### src/rtl/rv_int_exec_pkg.sv
package rv_int_exec_pkg;

    localparam int XLEN    = 32;
    localparam int SHAMT_W = $clog2(XLEN);
    localparam int OPC_W   = 7;
    localparam int F3_W    = 3;
    localparam int F7_W    = 7;
    localparam int REG_W   = 5;
    localparam int IMMI_W  = 12;
    localparam int IMMU_W  = 20;

    localparam logic [OPC_W-1:0] OPC_REG   = 7'b0110011;
    localparam logic [OPC_W-1:0] OPC_IMM   = 7'b0010011;
    localparam logic [OPC_W-1:0] OPC_LUI   = 7'b0110111;
    localparam logic [OPC_W-1:0] OPC_AUIPC = 7'b0010111;

    localparam logic [F7_W-1:0] F7_BASE = 7'b0000000;
    localparam logic [F7_W-1:0] F7_ALT  = 7'b0100000;

    localparam logic [F3_W-1:0] F3_ADD  = 3'b000;
    localparam logic [F3_W-1:0] F3_SLL  = 3'b001;
    localparam logic [F3_W-1:0] F3_SLT  = 3'b010;
    localparam logic [F3_W-1:0] F3_SLTU = 3'b011;
    localparam logic [F3_W-1:0] F3_XOR  = 3'b100;
    localparam logic [F3_W-1:0] F3_SR   = 3'b101;
    localparam logic [F3_W-1:0] F3_OR   = 3'b110;
    localparam logic [F3_W-1:0] F3_AND  = 3'b111;

    typedef enum logic [3:0] {
        ALU_ADD, ALU_SUB, ALU_SLL, ALU_SLT, ALU_SLTU,
        ALU_XOR, ALU_SRL, ALU_SRA, ALU_OR,  ALU_AND
    } alu_op_e;

    typedef enum logic [1:0] {SRC_A_RS1, SRC_A_PC, SRC_A_ZERO} src_a_e;
    typedef enum logic [1:0] {SRC_B_RS2, SRC_B_IMMI, SRC_B_IMMU} src_b_e;

    typedef struct packed {
        alu_op_e op;
        src_a_e  src_a;
        src_b_e  src_b;
        logic    legal;
    } exec_ctrl_t;

    typedef struct packed {
        logic [F7_W-1:0]  f7;
        logic [REG_W-1:0] rs2;
        logic [REG_W-1:0] rs1;
        logic [F3_W-1:0]  f3;
        logic [REG_W-1:0] rd;
        logic [OPC_W-1:0] opc;
    } instr_fields_t;

    // Map a three-bit function code plus the alternate-form bit to an ALU op.
    function automatic alu_op_e f3_to_op(input logic [F3_W-1:0] f3, input logic alt);
        alu_op_e op;
        case (f3)
            F3_ADD:  op = alt ? ALU_SUB : ALU_ADD;
            F3_SLL:  op = ALU_SLL;
            F3_SLT:  op = ALU_SLT;
            F3_SLTU: op = ALU_SLTU;
            F3_XOR:  op = ALU_XOR;
            F3_SR:   op = alt ? ALU_SRA : ALU_SRL;
            F3_OR:   op = ALU_OR;
            default: op = ALU_AND;
        endcase
        return op;
    endfunction

endpackage

### src/rtl/rv_int_exec_decode.sv
module rv_int_exec_decode
    import rv_int_exec_pkg::*;
(
    input  logic [XLEN-1:0] instr,
    output exec_ctrl_t      ctrl,
    output logic            rd_nonzero
);

    instr_fields_t fld;
    assign fld        = instr_fields_t'(instr);
    assign rd_nonzero = |fld.rd;

    always_comb begin
        ctrl.op    = ALU_ADD;
        ctrl.src_a = SRC_A_ZERO;
        ctrl.src_b = SRC_B_RS2;
        ctrl.legal = 1'b0;
        case (fld.opc)
            OPC_REG: begin
                ctrl.src_a = SRC_A_RS1;
                ctrl.src_b = SRC_B_RS2;
                if (fld.f7 == F7_BASE) begin
                    ctrl.legal = 1'b1;
                    ctrl.op    = f3_to_op(fld.f3, 1'b0);
                end else if (fld.f7 == F7_ALT &&
                             (fld.f3 == F3_ADD || fld.f3 == F3_SR)) begin
                    ctrl.legal = 1'b1;
                    ctrl.op    = f3_to_op(fld.f3, 1'b1);
                end
            end
            OPC_IMM: begin
                ctrl.src_a = SRC_A_RS1;
                ctrl.src_b = SRC_B_IMMI;
                case (fld.f3)
                    F3_SLL: begin
                        ctrl.legal = (fld.f7 == F7_BASE);
                        ctrl.op    = ALU_SLL;
                    end
                    F3_SR: begin
                        ctrl.legal = (fld.f7 == F7_BASE) || (fld.f7 == F7_ALT);
                        ctrl.op    = f3_to_op(fld.f3, fld.f7 == F7_ALT);
                    end
                    default: begin
                        ctrl.legal = 1'b1;
                        ctrl.op    = f3_to_op(fld.f3, 1'b0);
                    end
                endcase
            end
            OPC_LUI: begin
                ctrl.legal = 1'b1;
                ctrl.src_a = SRC_A_ZERO;
                ctrl.src_b = SRC_B_IMMU;
            end
            OPC_AUIPC: begin
                ctrl.legal = 1'b1;
                ctrl.src_a = SRC_A_PC;
                ctrl.src_b = SRC_B_IMMU;
            end
            default: ctrl.legal = 1'b0;
        endcase
    end

endmodule

### src/rtl/rv_int_exec_operands.sv
module rv_int_exec_operands
    import rv_int_exec_pkg::*;
(
    input  logic [XLEN-1:0] instr,
    input  logic [XLEN-1:0] rs1_val,
    input  logic [XLEN-1:0] rs2_val,
    input  logic [XLEN-1:0] pc,
    input  src_a_e          src_a,
    input  src_b_e          src_b,
    output logic [XLEN-1:0] op_a,
    output logic [XLEN-1:0] op_b
);

    localparam int IMMI_LSB = XLEN - IMMI_W;
    localparam int IMMU_LSB = XLEN - IMMU_W;

    logic [XLEN-1:0] imm_i;
    logic [XLEN-1:0] imm_u;

    assign imm_i = {{(XLEN-IMMI_W){instr[XLEN-1]}}, instr[XLEN-1:IMMI_LSB]};
    assign imm_u = {instr[XLEN-1:IMMU_LSB], {IMMU_LSB{1'b0}}};

    always_comb begin
        case (src_a)
            SRC_A_RS1: op_a = rs1_val;
            SRC_A_PC:  op_a = pc;
            default:   op_a = '0;
        endcase
        case (src_b)
            SRC_B_IMMI: op_b = imm_i;
            SRC_B_IMMU: op_b = imm_u;
            default:    op_b = rs2_val;
        endcase
    end

endmodule

### src/rtl/rv_int_exec_alu.sv
module rv_int_exec_alu
    import rv_int_exec_pkg::*;
(
    input  alu_op_e         op,
    input  logic [XLEN-1:0] a,
    input  logic [XLEN-1:0] b,
    output logic [XLEN-1:0] y
);

    logic [SHAMT_W-1:0] shamt;
    logic               lt_s;
    logic               lt_u;

    assign shamt = b[SHAMT_W-1:0];
    assign lt_s  = $signed(a) < $signed(b);
    assign lt_u  = a < b;

    always_comb begin
        case (op)
            ALU_ADD:  y = a + b;
            ALU_SUB:  y = a - b;
            ALU_SLL:  y = a << shamt;
            ALU_SLT:  y = {{(XLEN-1){1'b0}}, lt_s};
            ALU_SLTU: y = {{(XLEN-1){1'b0}}, lt_u};
            ALU_XOR:  y = a ^ b;
            ALU_SRL:  y = a >> shamt;
            ALU_SRA:  y = XLEN'($signed(a) >>> shamt);
            ALU_OR:   y = a | b;
            default:  y = a & b;
        endcase
    end

endmodule

### src/rtl/rv_int_exec.sv
module rv_int_exec
    import rv_int_exec_pkg::*;
(
    input  logic [31:0] instr_i,
    input  logic [31:0] rs1_val_i,
    input  logic [31:0] rs2_val_i,
    input  logic [31:0] pc_i,
    output logic [31:0] result_o,
    output logic        wr_en_o,
    output logic        illegal_o
);

    exec_ctrl_t      ctrl;
    logic            rd_nonzero;
    logic [XLEN-1:0] op_a;
    logic [XLEN-1:0] op_b;
    logic [XLEN-1:0] alu_y;

    rv_int_exec_decode i_decode (
        .instr      (instr_i),
        .ctrl       (ctrl),
        .rd_nonzero (rd_nonzero)
    );

    rv_int_exec_operands i_operands (
        .instr   (instr_i),
        .rs1_val (rs1_val_i),
        .rs2_val (rs2_val_i),
        .pc      (pc_i),
        .src_a   (ctrl.src_a),
        .src_b   (ctrl.src_b),
        .op_a    (op_a),
        .op_b    (op_b)
    );

    rv_int_exec_alu i_alu (
        .op (ctrl.op),
        .a  (op_a),
        .b  (op_b),
        .y  (alu_y)
    );

    assign result_o  = ctrl.legal ? alu_y : '0;
    assign wr_en_o   = ctrl.legal & rd_nonzero;
    assign illegal_o = ~ctrl.legal;

endmodule

### config.mk
export PLATFORM = sky130hd
export DESIGN_NAME = rv_int_exec
export DESIGN_NICKNAME = d
export VERILOG_FILES = /design/src/rtl/rv_int_exec_pkg.sv /design/src/rtl/rv_int_exec_decode.sv /design/src/rtl/rv_int_exec_operands.sv /design/src/rtl/rv_int_exec_alu.sv /design/src/rtl/rv_int_exec.sv
export SDC_FILE = /design/constraint.sdc
export NUM_CORES = 1
export LEC_CHECK = 0
export CELL_PAD_IN_SITES_DETAIL_PLACEMENT = 0
export CELL_PAD_IN_SITES_GLOBAL_PLACEMENT = 1
export CORE_ASPECT_RATIO = 0.7
export CORE_UTILIZATION = 40
export DETAILED_ROUTE_END_ITERATION = 8
export DONT_BUFFER_PORTS = 1
export GPL_TIMING_DRIVEN = 1
export PLACE_DENSITY = 0.83
export SLEW_MARGIN = 20
export SYNTH_ARGS = -nofsm -noshare
export SYNTH_HDL_FRONTEND = slang
export SYNTH_SLANG_ARGS = --single-unit
### constraint.sdc
create_clock -name vclk -period 5.1
set_clock_uncertainty 0.1 [all_clocks]
set_input_delay 0.255 -clock vclk [all_inputs]
set_output_delay 0.255 -clock vclk [all_outputs]
set_load 0.01 [all_outputs]
=== Yosys cells after proc, flatten, opt, wreduce, memory -nomap -nowiden ===
Index checks and enable logic that the tools add are counted.

* Input port bits: 128
* Register bits after elaboration: 0

* Order comparisons: 2
* Bitwise logic cells: 5
* Reduce and logical (&&, ||, !) cells: 9
* Mux-type cells: 17
* Equality and inequality tests: 22
* Shift operators: 3
* Add/subtract/negate cells: 2

{| class="wikitable"
|+ Operator list
! cell !! number
|-
| case mux 32 bit (9 select lines) || 1
|-
| case mux 32 bit (2 select lines) || 2
|-
| less-than comparator 32 bit || 2
|-
| case mux 4 bit (7 select lines) || 2
|-
| adder 32 bit || 1
|-
| AND 32 bit || 1
|-
| two-way mux 32 bit || 1
|-
| bitwise OR 32 bit || 1
|-
| << shifter 32 x 5 -> 32 bit || 1
|-
| >> shifter 32 x 5 -> 32 bit || 1
|-
| >>> shifter 32 x 5 -> 32 bit || 1
|-
| subtractor 32 bit || 1
|-
| XOR 32 bit || 1
|-
| == test 7 x 6 -> 1 bit (second input constant) || 3
|-
| case mux 4 bit (5 select lines) || 1
|-
| == test 4 x 3 -> 1 bit (second input constant) || 4
|-
| case mux 4 bit (2 select lines) || 2
|-
| case mux 4 bit (4 select lines) || 1
|-
| == test 7 x 5 -> 1 bit (second input constant) || 2
|-
| == test 3 bit (second input constant) || 3
|-
| == test 4 x 2 -> 1 bit (second input constant) || 2
|-
| two-way mux 4 bit || 2
|-
| logical NOT 7 bit || 1
|-
| == test 3 x 2 -> 1 bit (second input constant) || 2
|-
| other kinds (17) || 21
|}

=== Logic depth before layout (Yosys ltp) ===
Gate-level depths: netlist of run 1.

* Depth in word-level cells: 9
* Mapped depth: 26
* Mapped depth without buffers: 21

=== Modules after synthesis ===
A second synthesis of run 1 with hierarchy kept.

* Cell total of the unflattened synthesis: 1511
* Area, all modules: 10347.4 um^2

{| class="wikitable"
|+ By module, submodules not included
! module !! area an instance (um^2) !! cells each !! times used
|-
| rv_int_exec_alu || 8698.3 || 1258 || 1
|-
| rv_int_exec_operands || 1084.8 || 165 || 1
|-
| rv_int_exec_decode || 322.8 || 51 || 1
|-
| rv_int_exec || 241.5 || 37 || 1
|}

=== Least setup slack after synthesis of run 1 ===
Ideal clock, no wire load.

* Path kind: in2out
* Start: input instr_i[2]
* End: output result_o[19]
* Data arrival time: 4.908 ns
* Stages: 22
* Data required time: 4.745 ns
* Setup slack: -0.163 ns
* Path through: or2_1 -> or2_4 -> nor2_4 -> inv_2 -> ha_1 -> buf_2 -> and2_1 -> nor2_4 -> buf_2 -> buf_2 -> clkbuf_1 -> ha_1 -> nor2b_1 -> o31a_1 -> o21ai_1 -> o21ai_1 -> a2111oi_0 -> o41ai_1 -> a211oi_1 -> xnor2_1 -> nand2_1 -> a21oi_1

* Cells in the longest elaborated chain, start to end: 7

{| class="wikitable"
|+ Ends and longest elaborated chain
! element !! RTL line !! RTL
|-
| start, declared || rv_int_exec.sv:4 || <nowiki>input logic [31:0] instr_i,</nowiki>
|-
| == test 7 x 5 -> 1 bit / == test 7 x 6 -> 1 bit (equally long branches) || rv_int_exec_decode.sv:18 || <nowiki>case (fld.opc)</nowiki>
|-
| case mux 4 bit (4 select lines) || rv_int_exec_decode.sv:18 ||
|-
| == test 2 x 1 -> 1 bit (tied with other cells) || rv_int_exec_operands.sv:24 || <nowiki>case (src_a)</nowiki>
|-
| case mux 32 bit (2 select lines) (on tied branches) || rv_int_exec_operands.sv:24, rv_int_exec_operands.sv:29 ||
|-
| subtractor 32 bit (tied with other cells) || rv_int_exec_alu.sv:21 || <nowiki>ALU_SUB: y = a - b;</nowiki>
|-
| case mux 32 bit (9 select lines) || rv_int_exec_alu.sv:19 || <nowiki>case (op)</nowiki>
|-
| two-way mux 32 bit (*) || rv_int_exec.sv:43 || <nowiki>assign result_o = ctrl.legal ? alu_y : '0;</nowiki>
|-
| end, declared || rv_int_exec.sv:8 || <nowiki>output logic [31:0] result_o,</nowiki>
|}

Mark *: on every way between the ends. The rest lies on a longest branch, timed or not.

=== Worst setup path in the final report of run 1 ===
* Start: input instr_i[2]
* End: output result_o[18]

The elaborated chain is that of the path after synthesis.

==> results of run 1 <==
==> logic make-up (layout without fill, tap and decap cells) <==
kind of cell | Yosys count | after routing | share of synthesized area, %
and+or+nand+nor | 647 | 647 | 29.5
AOI/OAI and AO/OA | 613 | 613 | 37.8
buffers and inverters | 228 | 284 | 8.91
adders and majority gates | 102 | 102 | 11.9
muxes | 99 | 99 | 10.2
xor gates and xnor gates | 20 | 20 | 1.61
other | 0 | 2 | 0
==> area by class of cell <==
cell class | count | area [sq um] | share of cell area [%]
multi-input combinational | 1481 | 10000 | 81.7
antenna | 2 | 5.00 | 0.0409
timing repair buffer | 187 | 1420 | 11.6
inverter | 97 | 365 | 2.98
tap | 364 | 455 | 3.72
==> worst min-delay path by stage <==
stage,endpoint,slack (ns),depth (start not counted)
6_report,wr_en_o,0.59,2
5_1_grt,wr_en_o,0.59,2
4_1_cts,wr_en_o,0.58,2
3_5_place_dp,wr_en_o,0.58,2
3_3_place_gp,wr_en_o,0.58,2
2_1_floorplan,wr_en_o,0.57,2
==> placed cells by master (no fill, tap or decap), drive strengths merged, types with 29 or more instances in the layout <==
master  instances
nor3           46
o21ai         130
o211ai         54
nand3b         29
a211oi         57
mux2i          73
ha            100
nand2b         32
a21oi         168
nand3          40
buf           187
nor2          145
o21a           29
inv            93
nand2         212
==> stage by stage <==
stage               hold slack [ns]  cells  power, mW  worst slack [ns]  setup TNS (ns)
finish                        0.585   2131      0.594             0.122               0
CTS                           0.584   2129      0.566           0.00373               0
global placement              0.582   2128      0.565            -0.188          -0.562
global route                  0.586   2129      0.629            0.0289               0
floorplan                     0.575   1709      0.397          0.000656               0
detailed placement            0.584   2128      0.563            -0.171          -0.489
==> metal layers <==
| metal | vias to the layer above | track usage [%] | share of wire, % |
|---|---|---|---|
| met2 | 1079 | 61.5 | 41 |
| met5 | - | 0 | 0 |
| met3 | 136 | 7.78 | 13 |
| li1 | 6402 | - | - |
| met1 | 6827 | 63.8 | 43 |
| met4 | 0 | 12.6 | 3.8 |
==> power by group through the flow <==
stage	clock (mW)	sequential (mW)	combinational, mW
2_1_floorplan	0	0	0.397
3_3_place_gp	0	0	0.565
3_5_place_dp	0	0	0.563
4_1_cts	0	0	0.566
5_1_grt	0	0	0.629
6_report	0.0000000296	0	0.594
==> what timing repair did <==
| item | 4_1_cts | 5_1_grt |
|---|---|---|
| buffers inserted | 1 | 0 |
| gates resized for setup | 5 | 21 |
| pin swaps | 1 | 0 |
| setup endpoints to repair | 7 | 15 |
==> out/metrics.yaml, run 1 <==
area_delta_synth_final_pct: 12.9
avgSynthCellArea_sq_um: 6.35
grt_pass1_wl_um: 87900
grt_max_degree: 78
fp-row-count: 50
start_kind: "input pin"
final_layout_size_suffix_gt1_share_pct: 16.3
crit_buf_inv: 5
yosysMostFrequentCell: "nand2_1"
slew_violations: 0
slowest_stage: "fa_1"
drt_iter0_markers: 2032
synth-seq-area-share_pct: 0
cp.depth: 23
fmax_mhz: 201
finalWirelength_um: 62000
p_leak_nw: 5.21
crit_top_cell: "buf_4"
endpoint_kind: "primary output"
peakVddDrop_mv: 0.0327
crit_type: "in -> out"
finalSetupViolCount: 0
post-route-min-period_ns: 4.98
cp.required_ns: 4.74
status: "finished, final reports clean"
start_util_pct: 40.6
die_height_um: 140
p_clk_share_pct: 0
crit_arrival_ns: 4.62
final_area_sq_mm: 0.0122
crit_chain: "or2_1 -> or2_4 -> nor2_4 -> ha_1 -> buf_4 -> and3b_2 -> nor2_8 -> inv_2 -> buf_4 -> ha_2 -> inv_1 -> fa_1 -> o21bai_1 -> a221o_1 -> a21o_1 -> a21oi_4 -> o31ai_2 -> buf_4 -> nand2_1 -> o21ai_1 -> nor4_1 -> o21ai_1 -> o221a_1"
die_w_um: 199
grtUsageTotal_pct: 42.9
drc: 0
drt-pass1-iter-count: 6
yosys.area.top_type: "ha_1"
antenna_found_initial: 1
crit_end: "result_o[18]"
synth_area_leaders: "ha_1 12%, a21oi_1 7.7%, nand2_1 7.3%"
post_drt_via_cell_ratio: 6.78
finalHoldViolCount: 0
post_drt_wl_per_cell_um: 29.1
crit_start: "instr_i[2]"
p_switching_mw: 0.387
seqPwrFrac_pct: 0
power_density_mw_per_mm2: 48.5
slew_headroom_pct: 28.2
fillCellCount: 2929
io-pin-count: 162
p_int_mw: 0.207
postCtsHoldBufs: 0
port_buffers: 0
yosys.area.top_type_share_pct: 11.5
tightest_slew_ns: 1.08
cpPeakStageDelay_ns: 0.44
seq_cells: 0
hp-start: "instr_i[11]"
fin_crit_sh_pct: 97.6
crit_fanout: 68
yosys_warnings: 0
syn_nets: 1939
core_area_sq_mm: 0.0267
post-route-util_pct: 45.8
placed_cell_area_sq_mm: 0.0121
routabilityCongestion: 1.10
min_path_type: "in -> out"
critPathTopFamily: "compound AO/OA/AOI/OAI gates"
fin_nets: 1997
synth_cell_types: 100
swShare_pct: 65.2
grt_pass1_vias: 12600
clkbuf_count: 0
ant_nets: 0
synth_cells: 1709
synth_top_cells_by_count: "211 x nand2_1, 167 x a21oi_1, 139 x nor2_1"
dieArea_sq_mm: 0.0278
rsz0062_at_grt: "false"
grt-ovfl-total: 0
dp_hpwl_um: 50600
combinationalPowerShare_pct: 100.0
netlist_area_sq_mm: 0.0108
vias: 14400
maxCapViolations: 0
seq_area_sq_um: 0
No activity file was read; power rests on OpenSTA's default activity.
==> inputs of run 2 (changes only) <==
- GPL_TIMING_DRIVEN: 1 -> 0
==> out/metrics.yaml, run 2 (synthesized netlist as in run 1, its figures left out) <==
fmax_mhz: 192
endpoint_kind: "primary output"
fin_nets: 1985
failed_checks: "setup timing"
rsz0062_at_grt: "true"
slew_violations: 0
crit_chain: "or2_1 -> or2_4 -> nor2_4 -> inv_4 -> ha_4 -> buf_8 -> nand2_1 -> nand4_1 -> o22ai_1 -> nor3_1 -> o21a_1 -> a211oi_1 -> nor4_1 -> o21ai_1 -> o221a_1"
fp-row-count: 50
post-route-min-period_ns: 5.22
clkbuf_count: 0
whs_ns: 0.586
crit_fanout: 10
grtUsageTotal_pct: 49.5
final_cells: 2119
finalWirelength_um: 71600
port_buffers: 0
start_util_pct: 40.6
area_delta_synth_final_pct: 17.1
finalHoldViolCount: 0
grt_max_degree: 29
post_drt_wl_per_cell_um: 33.8
cpPeakStageDelay_ns: 0.95
drt_iter0_markers: 2682
die_height_um: 140
post_drt_via_cell_ratio: 7.19
fin_crit_sh_pct: 102
grt_pass1_vias: 13500
slew_headroom_pct: 16.3
grt-ovfl-total: 0
vias: 15200
crit_buf_inv: 2
cp.required_ns: 4.74
tightest_slew_ns: 1.25
placedCellCount: 2074
io-pin-count: 162
critPathTopFamily: "compound AO/OA/AOI/OAI gates"
dieArea_sq_mm: 0.0278
status: "complete, but fails checks"
start_kind: "input pin"
seq_area_sq_um: 0
final_common_cell: "nand2_1"
dp_hpwl_um: 58400
crit_arrival_ns: 4.87
drt-pass1-iter-count: 6
die_w_um: 199
crit_type: "in -> out"
worst_slack_ns: -0.120
seq_cells: 0
core_area_sq_mm: 0.0267
ant_nets: 0
finalSetupViolCount: 3
drc: 0
routabilityCongestion: 1.10
fillCellCount: 2879
final_layout_size_suffix_gt1_share_pct: 18.0
min_path_type: "in -> out"
slowest_stage: "o22ai_1"
final_cell_mix: "209 x nand2_1, 148 x a21oi_1, 134 x nor2_1"
antenna_found_initial: 2
maxCapViolations: 0
postCtsHoldBufs: 0
grt_pass1_wl_um: 98600
post-route-util_pct: 47.6
## run 2: cell types whose count changed in the layout (fill, tap and decap cells not counted), sizes merged
cell / before / now
buf: 187 / 129
clkbuf: 0 / 45
clkdlybuf4s15: 0 / 1
clkinv: 4 / 2
clkinvlp: 0 / 1
inv: 93 / 94
## run 2: metrics by stage
step           TNS (ns)  area, sq um  setup WS (ns)
2_1_floorplan         0        10900       0.000656
3_3_place_gp     -53.40        11300          -2.49
3_5_place_dp     -52.91        11300          -2.48
4_1_cts               0        12200      0.0000369
5_1_grt          -0.147        12700        -0.0405
6_report         -0.219        12700         -0.120
## run 2: layout make-up
| class | count | area [sq um] | share of cell area, % |
|---|---|---|---|
| multi-input cells | 1481 | 10600 | 83.1 |
| plain buffers | 110 | 717 | 5.64 |
| repair buffers | 65 | 587 | 4.62 |
| well taps | 364 | 455 | 3.58 |
| inverters | 97 | 387 | 3.04 |
| diodes | 2 | 5.00 | 0.0394 |
## run 2: final timing paths
| path | cells past startpoint | slack, ns | from | endpoint |
|---|---|---|---|---|
| worst min-delay path | 2 | 0.59 | instr_i[11] | wr_en_o |
| worst max-delay path | 15 | -0.12 | instr_i[2] | result_o[18] |
## run 2: what timing repair did
action,in CTS,in global routing
gates cloned,0,2
endpoints found under the setup margin,32,24
buffers inserted,32,30
pin swaps,38,47
gates resized for setup,165,78
## run 2: per-layer routing
metal / vias up / global-route usage (%) / share of wire [%] / routed length [um]
li1: 6381 / - / - / -
met1: 7266 / 70.6 / 41 / 29200
met2: 1380 / 65.1 / 38 / 27000
met3: 200 / 21.2 / 17 / 12400
met4: 2 / 15.1 / 4.2 / 3020
met5: - / 0 / 0.064 / 46
==> inputs of run 3 (changes only) <==
- CORE_UTILIZATION: 40 -> 43
- PLACE_DENSITY: 0.83 -> 0.87
==> out/metrics.yaml, run 3 (synthesized netlist as in run 1, its figures left out) <==
status: "complete, but fails checks"
failed_checks: "DRC, setup timing"
slew_violations: 0
crit_type: "in -> out"
drt_iter0_markers: 2904
area_delta_synth_final_pct: 15.6
rsz0062_at_grt: "true"
seq_area_sq_um: 0
die_w_um: 192
drc: 15
post_drt_via_cell_ratio: 7.46
fillCellCount: 2565
die_height_um: 135
grtUsageTotal_pct: 50.9
drt-pass1-iter-count: 9
postCtsHoldBufs: 0
endpoint_kind: "primary output"
slew_headroom_pct: 20.8
cpPeakStageDelay_ns: 0.61
grt_pass1_vias: 13600
final_cells: 2077
grt_max_degree: 30
fin_nets: 1982
vias: 15500
tightest_slew_ns: 1.18
dp_slack_ns: -2.29
start_util_pct: 43.9
fin_crit_sh_pct: 102
grt-ovfl-total: 0
io-pin-count: 162
slowest_stage: "a21oi_1"
tns_ns: -0.115
post_drt_wl_per_cell_um: 33.2
routabilityCongestion: 1.16
antenna_found_initial: 4
dp_hpwl_um: 55900
crit_arrival_ns: 4.84
crit_fanout: 11
cp.required_ns: 4.74
port_buffers: 0
maxCapViolations: 0
finalWirelength_um: 68900
core_area_sq_mm: 0.0247
dieArea_sq_mm: 0.0259
final_common_cell: "nand2_1"
crit_chain: "or2_4 -> or2_4 -> nor2_4 -> inv_4 -> ha_4 -> and3b_1 -> buf_6 -> nor2_8 -> clkinv_4 -> buf_12 -> buf_4 -> buf_6 -> mux2i_1 -> mux2i_1 -> mux2i_1 -> a21oi_1 -> nor2_1 -> a2111oi_0 -> a21oi_1"
worst_slack_ns: -0.0954
grt_pass1_wl_um: 95400
ant_nets: 0
final_layout_size_suffix_gt1_share_pct: 16.6
final_cell_mix: "211 x nand2_1, 153 x a21oi_1, 137 x nor2_1"
placedCellCount: 2034
clkbuf_count: 0
seq_cells: 0
crit_top_cell: "mux2i_1"
post-route-min-period_ns: 5.20
fmax_mhz: 192
min_path_type: "in -> out"
fp-row-count: 48
finalSetupViolCount: 3
finalHoldViolCount: 0
start_kind: "input pin"
run 3: cell count changes in the layout (fill, tap and decap cells not counted), moves of 3 or more:
cell	previous run	this run
ha_4	7	10
nor2_2	6	3
buf_8	2	5
clkbuf_1	35	39
a21oi_2	16	12
ha_1	81	86
a21oi_1	148	153
ha_2	12	4
buf_4	64	56
nor2_1	134	137
a211oi_2	17	14
run 3: final timing paths:
path / startpoint / to / cells after the start
setup / recovery: instr_i[2] / result_o[11] / 19
hold / removal: instr_i[11] / wr_en_o / 2
run 3: area by class of cell:
class | instances | area (sq um) | share of cell area [%]
diodes | 2 | 5.00 | 0.0399
multi-input cells | 1481 | 10500 | 83.4
well taps | 325 | 407 | 3.24
plain buffers | 116 | 796 | 6.34
repair buffers | 56 | 478 | 3.81
inverters | 97 | 399 | 3.18
run 3: critical path: cells and delay by family:
| family | cells | cell delay, ns |
|---|---|---|
| mux | 3 | 0.93 |
| simple gates | 6 | 1.10 |
| buf+inv | 6 | 0.75 |
| compound gates | 3 | 1.45 |
| fa+ha+maj | 1 | 0.32 |
run 3: timing repair:
action / CTS / global route
pin swaps: 32 / 36
buffers inserted: 31 / 24
gates resized for setup: 156 / 68
endpoints found under the setup margin: 32 / 23
gates cloned: 0 / 1
run 3: through the flow:
step	cell area, sq um	utilization, %	hold WS, ns
final	12500	50.8	0.595
after global routing	12500	50.8	0.679
after CTS	12100	48.9	0.601
after detailed placement	11300	45.6	0.601
after global placement	11300	45.6	0.599
after floorplan	10900	-	0.575
run 3: per-layer routing:
layer,global-route usage [%],share of wire (%),vias up
met5,0,0.041,-
met4,16.5,4.5,4
met3,22.1,18,270
met2,67.9,38,1528
met1,71.2,40,7317
li1,-,-,6376
